## config.mk

```make
export PLATFORM = sky130hd
export DESIGN_NAME = i2s_rx_capture
export DESIGN_NICKNAME = d
export VERILOG_FILES = /design/src/rtl/i2s_rx_pkg.sv /design/src/rtl/i2s_rx_sampler.sv /design/src/rtl/i2s_rx_deser.sv /design/src/rtl/i2s_rx_fifo.sv /design/src/rtl/i2s_rx_capture.sv
export SDC_FILE = /design/constraint.sdc
export NUM_CORES = 1
export LEC_CHECK = 0
export ABC_AREA = 1
export ABC_CLOCK_PERIOD_IN_PS = 3900
export CAP_MARGIN = 20
export CORE_MARGIN = 2
export CORE_UTILIZATION = 60
export DETAILED_ROUTE_END_ITERATION = 10
export PLACE_DENSITY = 0.78
export SLEW_MARGIN = 20
export SYNTH_ARGS = -nofsm -noshare
export SYNTH_HDL_FRONTEND = slang
export SYNTH_SLANG_ARGS = --single-unit
```

## constraint.sdc

```tcl
create_clock -name clk_i -period 3.9 [get_ports clk_i]
set_clock_uncertainty 0.15 [all_clocks]
set_input_delay 0.585 -clock clk_i [delete_from_list [all_inputs] [get_ports clk_i]]
set_output_delay 0.585 -clock clk_i [all_outputs]
set_load 0.005 [all_outputs]
```

## src/rtl/i2s_rx_pkg.sv

```systemverilog
package i2s_rx_pkg;
  typedef enum logic [1:0] {
    FMT_16 = 2'd0,
    FMT_24 = 2'd1,
    FMT_32 = 2'd2
  } smp_fmt_e;
endpackage

```

## src/rtl/i2s_rx_sampler.sv

```systemverilog
module i2s_rx_sampler #(
  parameter int SYNC_STAGES = 2
) (
  input  logic clk_i,
  input  logic rst_ni,
  input  logic sck_i,
  input  logic ws_i,
  input  logic sd_i,
  input  logic sck_inv_i,
  input  logic filt_en_i,
  input  logic filt_mode_i,
  output logic bit_stb_o,
  output logic ws_o,
  output logic sd_o
);
  localparam int NSIG = 3;
  localparam int LEN  = SYNC_STAGES + 2;
  localparam int T0   = SYNC_STAGES - 1;

  logic [NSIG-1:0][LEN-1:0] chain_q;
  logic [NSIG-1:0] raw, tap0, tap1, tap2;
  logic lvl_q, act_lvl;
  logic hold1, hold2, hold3, accept;

  assign raw = {sd_i, ws_i, sck_i};

  always_ff @(posedge clk_i or negedge rst_ni) begin
    if (!rst_ni) chain_q <= '0;
    else begin
      for (int s = 0; s < NSIG; s++)
        chain_q[s] <= {chain_q[s][LEN-2:0], raw[s]};
    end
  end

  for (genvar g = 0; g < NSIG; g++) begin : g_tap
    assign tap0[g] = chain_q[g][T0];
    assign tap1[g] = chain_q[g][T0+1];
    assign tap2[g] = chain_q[g][T0+2];
  end

  assign act_lvl = ~sck_inv_i;
  assign hold1   = tap0[0] != lvl_q;
  assign hold2   = hold1 && (tap0[0] == tap1[0]);
  assign hold3   = hold2 && (tap1[0] == tap2[0]);
  assign accept  = !filt_en_i ? hold1 : (filt_mode_i ? hold2 : hold3);

  always_ff @(posedge clk_i or negedge rst_ni) begin
    if (!rst_ni) begin
      lvl_q     <= 1'b0;
      bit_stb_o <= 1'b0;
      ws_o      <= 1'b0;
      sd_o      <= 1'b0;
    end else begin
      bit_stb_o <= accept && (tap0[0] == act_lvl);
      if (accept) begin
        lvl_q <= tap0[0];
        // take word select and data from the tap aligned with the first new bit-clock sample
        if (!filt_en_i) begin
          ws_o <= tap0[1]; sd_o <= tap0[2];
        end else if (filt_mode_i) begin
          ws_o <= tap1[1]; sd_o <= tap1[2];
        end else begin
          ws_o <= tap2[1]; sd_o <= tap2[2];
        end
      end
    end
  end


  stb_gap_chk: assert property (@(posedge clk_i) disable iff (!rst_ni)
    bit_stb_o |=> !bit_stb_o);
endmodule

```

## src/rtl/i2s_rx_deser.sv

```systemverilog
module i2s_rx_deser
  import i2s_rx_pkg::*;
#(
  parameter int DW = 32
) (
  input  logic          clk_i,
  input  logic          rst_ni,
  input  logic          en_i,
  input  logic          stb_i,
  input  logic          ws_i,
  input  logic          sd_i,
  input  logic          i2s_mode_i,
  input  logic          left_low_i,
  input  smp_fmt_e      fmt_i,
  input  logic          pack16_i,
  input  logic          pack_hi_i,
  output logic          push_o,
  output logic [DW-1:0] data_o
);
  localparam int HW  = DW / 2;
  localparam int PAD = DW - 24;
  localparam int CW  = $clog2(DW + 1);

  logic [DW-1:0] sr_q, sr_n, word_n;
  logic [HW-1:0] hold_q;
  logic [CW-1:0] cnt_q, cnt_n, slot_w;
  logic ws_q, ws_vld_q, start_dly_q, act_q, armed_q, cap_q, left_q, pair_q;
  logic is_left, trans, start, act_n, done, armed_n, cap_n, left_n;

  assign slot_w  = (fmt_i == FMT_16) ? CW'(HW) : CW'(DW);
  assign is_left = left_low_i ? ~ws_i : ws_i;
  assign trans   = ws_vld_q && (ws_i != ws_q);
  assign start   = i2s_mode_i ? start_dly_q : trans;
  assign sr_n    = start ? {{(DW-1){1'b0}}, sd_i} : {sr_q[DW-2:0], sd_i};
  assign cnt_n   = start ? CW'(1) : cnt_q + CW'(1);
  assign act_n   = start | act_q;
  assign done    = act_n && (cnt_n == slot_w);
  assign armed_n = en_i && (armed_q || (start && is_left));
  assign cap_n   = start ? armed_n : cap_q;
  assign left_n  = start ? is_left : left_q;

  always_comb begin
    case (fmt_i)
      FMT_16:  word_n = {{HW{1'b0}}, sr_n[HW-1:0]};
      FMT_24:  word_n = pack_hi_i ? {sr_n[DW-1:PAD], {PAD{1'b0}}}
                                  : {{PAD{1'b0}}, sr_n[DW-1:PAD]};
      default: word_n = sr_n;
    endcase
  end

  always_ff @(posedge clk_i or negedge rst_ni) begin
    if (!rst_ni) begin
      sr_q <= '0; hold_q <= '0; cnt_q <= '0;
      ws_q <= 1'b0; ws_vld_q <= 1'b0; start_dly_q <= 1'b0;
      act_q <= 1'b0; armed_q <= 1'b0; cap_q <= 1'b0; left_q <= 1'b0; pair_q <= 1'b0;
      push_o <= 1'b0; data_o <= '0;
    end else begin
      push_o <= 1'b0;
      if (!en_i) begin
        armed_q <= 1'b0;
        pair_q  <= 1'b0;
      end
      if (stb_i) begin
        ws_q        <= ws_i;
        ws_vld_q    <= 1'b1;
        start_dly_q <= trans;
        sr_q        <= sr_n;
        if (act_n) cnt_q <= cnt_n;
        act_q       <= act_n && !done;
        armed_q     <= armed_n;
        cap_q       <= cap_n;
        left_q      <= left_n;
        if (done && cap_n && en_i) begin
          if (fmt_i == FMT_16 && pack16_i) begin
            if (left_n) begin
              hold_q <= sr_n[HW-1:0];
              pair_q <= 1'b1;
            end else if (pair_q) begin
              push_o <= 1'b1;
              data_o <= {hold_q, sr_n[HW-1:0]};
              pair_q <= 1'b0;
            end
          end else begin
            push_o <= 1'b1;
            data_o <= word_n;
          end
        end
      end
    end
  end


  en_gate_chk: assert property (@(posedge clk_i) disable iff (!rst_ni)
    !en_i |=> !push_o);

  push_stb_chk: assert property (@(posedge clk_i) disable iff (!rst_ni)
    !stb_i |=> !push_o);
endmodule

```

## src/rtl/i2s_rx_fifo.sv

```systemverilog
module i2s_rx_fifo #(
  parameter int DW    = 32,
  parameter int DEPTH = 8
) (
  input  logic                       clk_i,
  input  logic                       rst_ni,
  input  logic                       push_i,
  input  logic [DW-1:0]              data_i,
  input  logic                       pop_i,
  input  logic                       flush_i,
  output logic [DW-1:0]              rd_data_o,
  output logic                       rd_valid_o,
  output logic [$clog2(DEPTH+1)-1:0] level_o,
  output logic                       ovf_o
);
  localparam int AW = (DEPTH > 1) ? $clog2(DEPTH) : 1;
  localparam int LW = $clog2(DEPTH + 1);

  logic [DW-1:0] mem_q [DEPTH];
  logic [AW-1:0] wr_ptr_q, rd_ptr_q;
  logic [LW-1:0] cnt_q;
  logic full, empty, do_wr, do_rd;

  assign full   = cnt_q == LW'(DEPTH);
  assign empty  = cnt_q == '0;
  assign do_wr  = push_i && !full && !flush_i;
  assign do_rd  = pop_i && !empty && !flush_i;

  assign rd_data_o  = mem_q[rd_ptr_q];
  assign rd_valid_o = !empty;
  assign level_o    = cnt_q;

  function automatic logic [AW-1:0] nxt(input logic [AW-1:0] p);
    return (p == AW'(DEPTH - 1)) ? '0 : p + AW'(1);
  endfunction

  always_ff @(posedge clk_i) begin
    if (do_wr) mem_q[wr_ptr_q] <= data_i;
  end

  always_ff @(posedge clk_i or negedge rst_ni) begin
    if (!rst_ni) begin
      wr_ptr_q <= '0; rd_ptr_q <= '0; cnt_q <= '0; ovf_o <= 1'b0;
    end else if (flush_i) begin
      wr_ptr_q <= '0; rd_ptr_q <= '0; cnt_q <= '0; ovf_o <= 1'b0;
    end else begin
      if (do_wr) wr_ptr_q <= nxt(wr_ptr_q);
      if (do_rd) rd_ptr_q <= nxt(rd_ptr_q);
      if (do_wr && !do_rd) cnt_q <= cnt_q + LW'(1);
      else if (do_rd && !do_wr) cnt_q <= cnt_q - LW'(1);
      if (push_i && full) ovf_o <= 1'b1;
    end
  end


  level_bound_chk: assert property (@(posedge clk_i) disable iff (!rst_ni)
    level_o <= LW'(DEPTH));

  pop_dec_chk: assert property (@(posedge clk_i) disable iff (!rst_ni)
    (pop_i && rd_valid_o && !push_i && !flush_i) |=> level_o == $past(level_o) - LW'(1));

  ovf_set_chk: assert property (@(posedge clk_i) disable iff (!rst_ni)
    (push_i && level_o == LW'(DEPTH) && !flush_i) |=> ovf_o);

  ovf_hold_chk: assert property (@(posedge clk_i) disable iff (!rst_ni)
    (ovf_o && !flush_i) |=> ovf_o);

  flush_clr_chk: assert property (@(posedge clk_i) disable iff (!rst_ni)
    flush_i |=> (!rd_valid_o && !ovf_o));
endmodule

```

## src/rtl/i2s_rx_capture.sv

```systemverilog
module i2s_rx_capture
  import i2s_rx_pkg::*;
#(
  parameter int DATA_W      = 32,
  parameter int FIFO_DEPTH  = 8,
  parameter int SYNC_STAGES = 2
) (
  input  logic                            clk_i,
  input  logic                            rst_ni,
  input  logic                            sck_i,
  input  logic                            ws_i,
  input  logic                            sd_i,
  input  logic                            en_i,
  input  logic                            i2s_mode_i,
  input  logic                            sck_inv_i,
  input  logic                            left_low_i,
  input  logic [1:0]                      sample_fmt_i,
  input  logic                            pack16_i,
  input  logic                            pack_hi_i,
  input  logic                            filt_en_i,
  input  logic                            filt_mode_i,
  input  logic                            flush_i,
  input  logic                            rd_en_i,
  output logic [DATA_W-1:0]               rd_data_o,
  output logic                            rd_valid_o,
  output logic [$clog2(FIFO_DEPTH+1)-1:0] level_o,
  output logic                            ovf_o
);
  logic bit_stb, ws_s, sd_s, push;
  logic [DATA_W-1:0] push_data;
  smp_fmt_e fmt;

  assign fmt = smp_fmt_e'(sample_fmt_i);

  i2s_rx_sampler #(.SYNC_STAGES(SYNC_STAGES)) u_sampler (
    .clk_i, .rst_ni, .sck_i, .ws_i, .sd_i,
    .sck_inv_i, .filt_en_i, .filt_mode_i,
    .bit_stb_o(bit_stb), .ws_o(ws_s), .sd_o(sd_s)
  );

  i2s_rx_deser #(.DW(DATA_W)) u_deser (
    .clk_i, .rst_ni, .en_i,
    .stb_i(bit_stb), .ws_i(ws_s), .sd_i(sd_s),
    .i2s_mode_i, .left_low_i, .fmt_i(fmt), .pack16_i, .pack_hi_i,
    .push_o(push), .data_o(push_data)
  );

  i2s_rx_fifo #(.DW(DATA_W), .DEPTH(FIFO_DEPTH)) u_fifo (
    .clk_i, .rst_ni,
    .push_i(push), .data_i(push_data), .pop_i(rd_en_i), .flush_i,
    .rd_data_o, .rd_valid_o, .level_o, .ovf_o
  );
endmodule

```

### Yosys cells after proc, flatten, opt, wreduce, memory -nomap -nowiden

Memory sizes are Yosys's and may differ from the RTL's.
Index checks and enable logic that the tools add are counted.
Widths: inputs -> output; s select.

* register bits: 121
* latch bits: 0
* RAM bits: 256
* memory bits (read-only): 0
* input port bits: 17
* word-level logic and storage cells: 124
* memories kept: 1

Memories
* u_fifo.mem_q: words 8, bits a word 32, rd ports 1, clocked after Yosys merged registers in 0, write ports 1, RTL line i2s_rx_fifo.sv:19 `logic [DW-1:0] mem_q [DEPTH];`

* add/sub/neg operators: 5
* multiply operators: 0
* divide/modulo/power cells: 0
* $lt $le $gt $ge: 0
* eq/ne operators: 13
* shift-type cells: 0
* mux-type cells: 44
* bitwise gates (word level): 3
* reductions and logical operators: 34

Operators with widths (count)
* $mux 32: 5
* $pmux 32 s2: 1
* $mux 1: 27
* $logic_and 1x1->1: 18
* $mux 3: 6
* $mux 4: 3
* $mux 6: 2
* $reduce_and 4->1: 2
* $add 3x1->3 const B: 2
* $add 6x1->6 const B: 1
* $eq 3x3->1 const B: 2
* $eq 6x6->1: 1
* $logic_not 1->1: 6
* $reduce_bool 2->1: 3
* $add 4x1->4 const B: 1
* $eq 4x4->1 const B: 1
* $logic_not 4->1: 1
* $ne 2x1->1 const B: 2
* $sub 4x1->4 const B: 1
* $eq 1x1->1: 3
* $reduce_bool 3->1: 1
* $eq 2x1->1 const B: 1
* $logic_not 2->1: 1
* $ne 1x1->1: 2
* 5 further kinds: 6

### Depth between registers and ports, before layout

* depth in word-level cells: 11
* gate-level depth with buffers: 15

### By module

Synthesis repeated with hierarchy kept, for this count alone.

* cell total of the unflattened synthesis: 1462
* area, all modules: 15827.7 µm²

Modules (own cells, without submodules)
* i2s_rx_fifo: instances 1, cells an instance 848, area each 10694.0 µm², seq. area each 7962.6 µm²
* i2s_rx_deser: instances 1, cells an instance 555, area each 4541.9 µm², seq. area each 2352.3 µm²
* i2s_rx_sampler: instances 1, cells an instance 59, area each 591.8 µm², seq. area each 400.4 µm²

### Least setup slack after synthesis

OpenSTA, ideal clock, no wires.

* kind: in2reg
* from: input port flush_i
* to: memory u_fifo.mem_q[0][0], enable pin
* library setup time: 0.421 ns
* arrival time: 2.415 ns
* path slack: 0.914 ns
* cell stages on the path: 5
* buffers on the path: 0
* cell sequence: inv_1 -> nand3_1 -> inv_1 -> nand2_1 -> nor2_1

* word-level cells in the longest chain between the ends: 4

Ends and longest elaborated chain
* start, declared: RTL line i2s_rx_capture.sv:22 `input logic flush_i,`
* $logic_not 1->1: RTL line i2s_rx_fifo.sv:26 `assign do_wr = push_i && !full && !flush_i;`
* $logic_and 1x1->1: RTL line i2s_rx_fifo.sv:26
* $mux 1: RTL line i2s_rx_fifo.sv:38 `if (do_wr) mem_q[wr_ptr_q] <= data_i;`
* $mux 1 (not written as such): RTL line i2s_rx_fifo.sv:38
* end, declared: RTL line i2s_rx_fifo.sv:19

No other way between the ends.

### Worst setup path after layout

* from: register u_fifo.rd_ptr_q[0]
* to: output port rd_data_o[8]

* word-level cells in the longest chain between the ends: 1

Ends and longest elaborated chain
* start, declared: RTL line i2s_rx_fifo.sv:20 `logic [AW-1:0] wr_ptr_q, rd_ptr_q;`
* start signal, assigned: RTL line i2s_rx_fifo.sv:48 `if (do_rd) rd_ptr_q <= nxt(rd_ptr_q);`
* $mem_v2 8x32
* end, declared: RTL line i2s_rx_capture.sv:24 `output logic [DATA_W-1:0] rd_data_o,`

No other way between the ends.

==> summary.md <==
| Metric | Value |
|---|---|
| Synthesis-to-finish area growth | 13.7% |
| Syn avg cell area | 10.5 um2 |
| CP max FO | 130 |
| H-tree depth | 2 |
| Max clock buf depth | 3 |
| Pleak | 6.88 nW |
| Final Cell Area | approximately 18000 um2 |
| Cts bufs inserted | 38 |
| Minimum clock period | 3.56 ns |
| Die X | 166 um |
| Worst Hold Class | flop to flop |
| Placed Area | 16700 um2 |
| Ys Warns | 0 |
| Async SR Flop Fraction | 0.321 |
| Hold Violations, Final | 0 |
| # clock sinks | 377 |
| Layout cell share with drive strength beyond 1 | 0.0773 |
| Pwr per Cell Area | 587 nW/um2 |
| Number of synthesized flops with an enable pin | roughly 260 |
| Gr usage total | 0.241 |
| Slack of the worst reg-to-reg path | 1.35 ns |
| Peak VDD IR | 0.334 mV |
| Number of library cell types mapped by synthesis | between 40 and 50 |
| Count of final setup violators | 0 |
| Worst Path Arrival | about 2.8 ns |
| Routed WL per cell | ~17 um |
| Synthesized Nets | 1529 |
| Crit path largest cell delay | 0.56 ns |
| Row count | 59 |
| Crit start category | flop |
| Flops & latches, synth | between 300 and 400 |
| Vias/cell | approximately 5.7 |
| Initial DRT Pass Iterations | 5 |
| Final Net Count | 1574 |
| CP max-delay cell | clkdlybuf4s50_1 |
| Mapped Cells | 1504 |
| Residual DRC | 0 |
| Register area share after synthesis | 0.677 |
| IO Count | 55 |
| Critical path capture point type | output pin |
| First-pass GRT wire length | 53.7 mm |
| Vias in the first global route | 10500 |
| Post-DP HPWL | approximately 19 mm |
| Filler Cell Count | 1824 |
| Routability cong. | 0.873 |
| Max Slew Vio Count | 0 |
| Root Driver | clkbuf_16 |
| Vias | 10900 |
| Port bufs | between 50 and 60 |
| Setup TNS Final | 0 ns |
| Core area | about 26000 um2 |
| Clock Pin Slew Worst Setup and Hold Paths | roughly 0.06 ns |
| Tcrit/Tclk final | 0.912 |
| Headroom to the max-slew limit | 0.485 |
| Largest net degree at the start of global routing | 131 |
| Initial core utilization | 0.609 |
| F_max | 0.281 GHz |
| GRT overflow | 0 |
| Cts repair resizes | 0 |
| Main synth FF type | edfxtp_1 |
| Max cap viols | 0 |
| Inserted Diodes | 0 |
| Worst Max-Slew Pin Slew | 0.773 ns |
| Die Area | 27700 um2 |
| Initial antenna violation count | 0 |
| Die Y | 166 um |
| Routed Antenna Nets | 0 |
| Required @ worst endpoint | 3.16 ns |
| Status | complete, no violations |
| CTS tree | yes |
| Clk Latency, worst-skew pair | 0.52 ns |
| RSZ-0062 raised after global routing | false |
| Crit path cell chain | clkinv_2 > buf_12 > o21ai_0 > o22ai_1 > nor2_1 > a31oi_1 > clkdlybuf4s50_1 |
| Total wire length | 33.1 mm |
| Initial drt markers | 1086 |
| WS Path Type | flop to output pin |
| Cell Area, Synth | 15800 um2 |
[Yosys cell counts (19+ instances only)]
cell | count | area [um2]
o22ai_1 | 41 | 257
nand3_1 | 49 | 245
dfrtp_1 | 121 | 3030
nand4_1 | 19 | 119
clkbuf_1 | 58 | 218
nor2_1 | 264 | 991
nand2_1 | 268 | 1010
o21ai_0 | 193 | 966
inv_1 | 132 | 495
edfxtp_1 | 256 | 7690
a31oi_1 | 32 | 200
[worst max-delay path: cells and delay by family (launching register included)]
| kind | cells | cell delay [ns] |
|---|---|---|
| buffers and inverters | 3 | 1.00 |
| AOI/OAI and AO/OA | 3 | 0.61 |
| DFF | 1 | 0.54 |
| and+or+nand+nor | 1 | 0.06 |
[final timing paths]
kind | startpoint | endpoint | cells after the start
setup / recovery | u_fifo.rd_ptr_q[0]$_DFFE_PN0P_ | rd_data_o[8] | 7
min in group asynchronous | rst_ni | u_deser.sr_q[26]$_DFFE_PN0P_ | 2
hold / removal | u_sampler.chain_q[0]$_DFF_PN0_ | u_sampler.chain_q[1]$_DFF_PN0_ | 0
setup reg to reg | u_deser.cnt_q[0]$_DFFE_PN0P_ | u_deser.data_o[7]$_DFFE_PN0P_ | 12
hold reg to reg | u_sampler.chain_q[0]$_DFF_PN0_ | u_sampler.chain_q[1]$_DFF_PN0_ | 0
max in group asynchronous | rst_ni | u_fifo.rd_ptr_q[0]$_DFFE_PN0P_ | 3
[cell families after synthesis]
family	Yosys count	synth area share
compound gates	282	0.0981
simple gates	619	0.160
xor+xnor	5	0.00277
fa+ha+maj	8	0.00680
buf+inv	213	0.0550
flops	377	0.677
[stage by stage]
stage          hold WS, ns  setup WS, ns  instances   util  power [mW]
2_1_floorplan        0.139         0.914       1504      -        6.19
3_3_place_gp         0.185         0.972       1843  0.645        6.98
3_5_place_dp         0.189         0.897       1843  0.645        7.04
4_1_cts              0.200         0.359       1913  0.692        10.6
5_1_grt              0.203         0.184       1913  0.692        11.1
6_report             0.192         0.342       1913  0.692        10.6
[flip-flops by register name (all words and copies together), names as in the netlist, 3 cells and up]
register           flops
u_fifo.mem_q         256
u_deser.data_o        32
u_deser.sr_q          31
u_deser.hold_q        16
u_sampler.chain_q     12
u_deser.cnt_q          6
u_fifo.level_o         4
u_fifo.rd_ptr_q        3
u_fifo.wr_ptr_q        3
[power breakdown]
part           internal, mW  switching (mW)
logic                 0.845            1.30
clock network          2.11            1.47
registers              4.59           0.256
total                  7.54            3.03
[repair_timing]
action                    CTS  global route
buffers inserted            0             0
hold buffers                1             0
hold endpoints to repair   29             0
[placed cells by master (no fill, tap or decap), types with 2 or more instances in the layout]
cell type / n
nor2_2: 2
nand3_1: 49
nand2_2: 5
clkinv_1: 7
nor2_1: 256
inv_1: 129
clkbuf_16: 38
clkinvlp_4: 2
o31ai_1: 3
dfrtp_1: 119
clkdlybuf4s50_1: 53
o22ai_1: 41
nand3_2: 2
o21ai_0: 193
buf_4: 26
inv_6: 2
o21ai_2: 4
inv_2: 3
clkbuf_1: 8
ha_1: 7
clkinv_2: 7
a31oi_1: 32
xor2_1: 4
or2_2: 2
nor2_4: 9
edfxtp_1: 256
nand4_1: 19
buf_12: 4
clkbuf_8: 2
a21oi_1: 2
nand2_1: 268
bufinv_16: 4
[per-layer routing]
metal  share of wire  track usage  routed length [um]
met5               0            0                   0
met4           0.020       0.0738                 670
met3           0.071       0.0343                2360
met2            0.49        0.402               16200
met1            0.42        0.334               13800
[final cells by class]
class                   count  area, um2  share of cell area
well taps                 335        419              0.0233
clock buffers              48       1010              0.0561
flip-flops and latches    377      10700               0.596
inverters                 134        504              0.0280
repair buffers             84        816              0.0454
clock inverters            21        221              0.0123
multi-input cells         914       4300               0.239
Power figures use the tool's default switching activity.
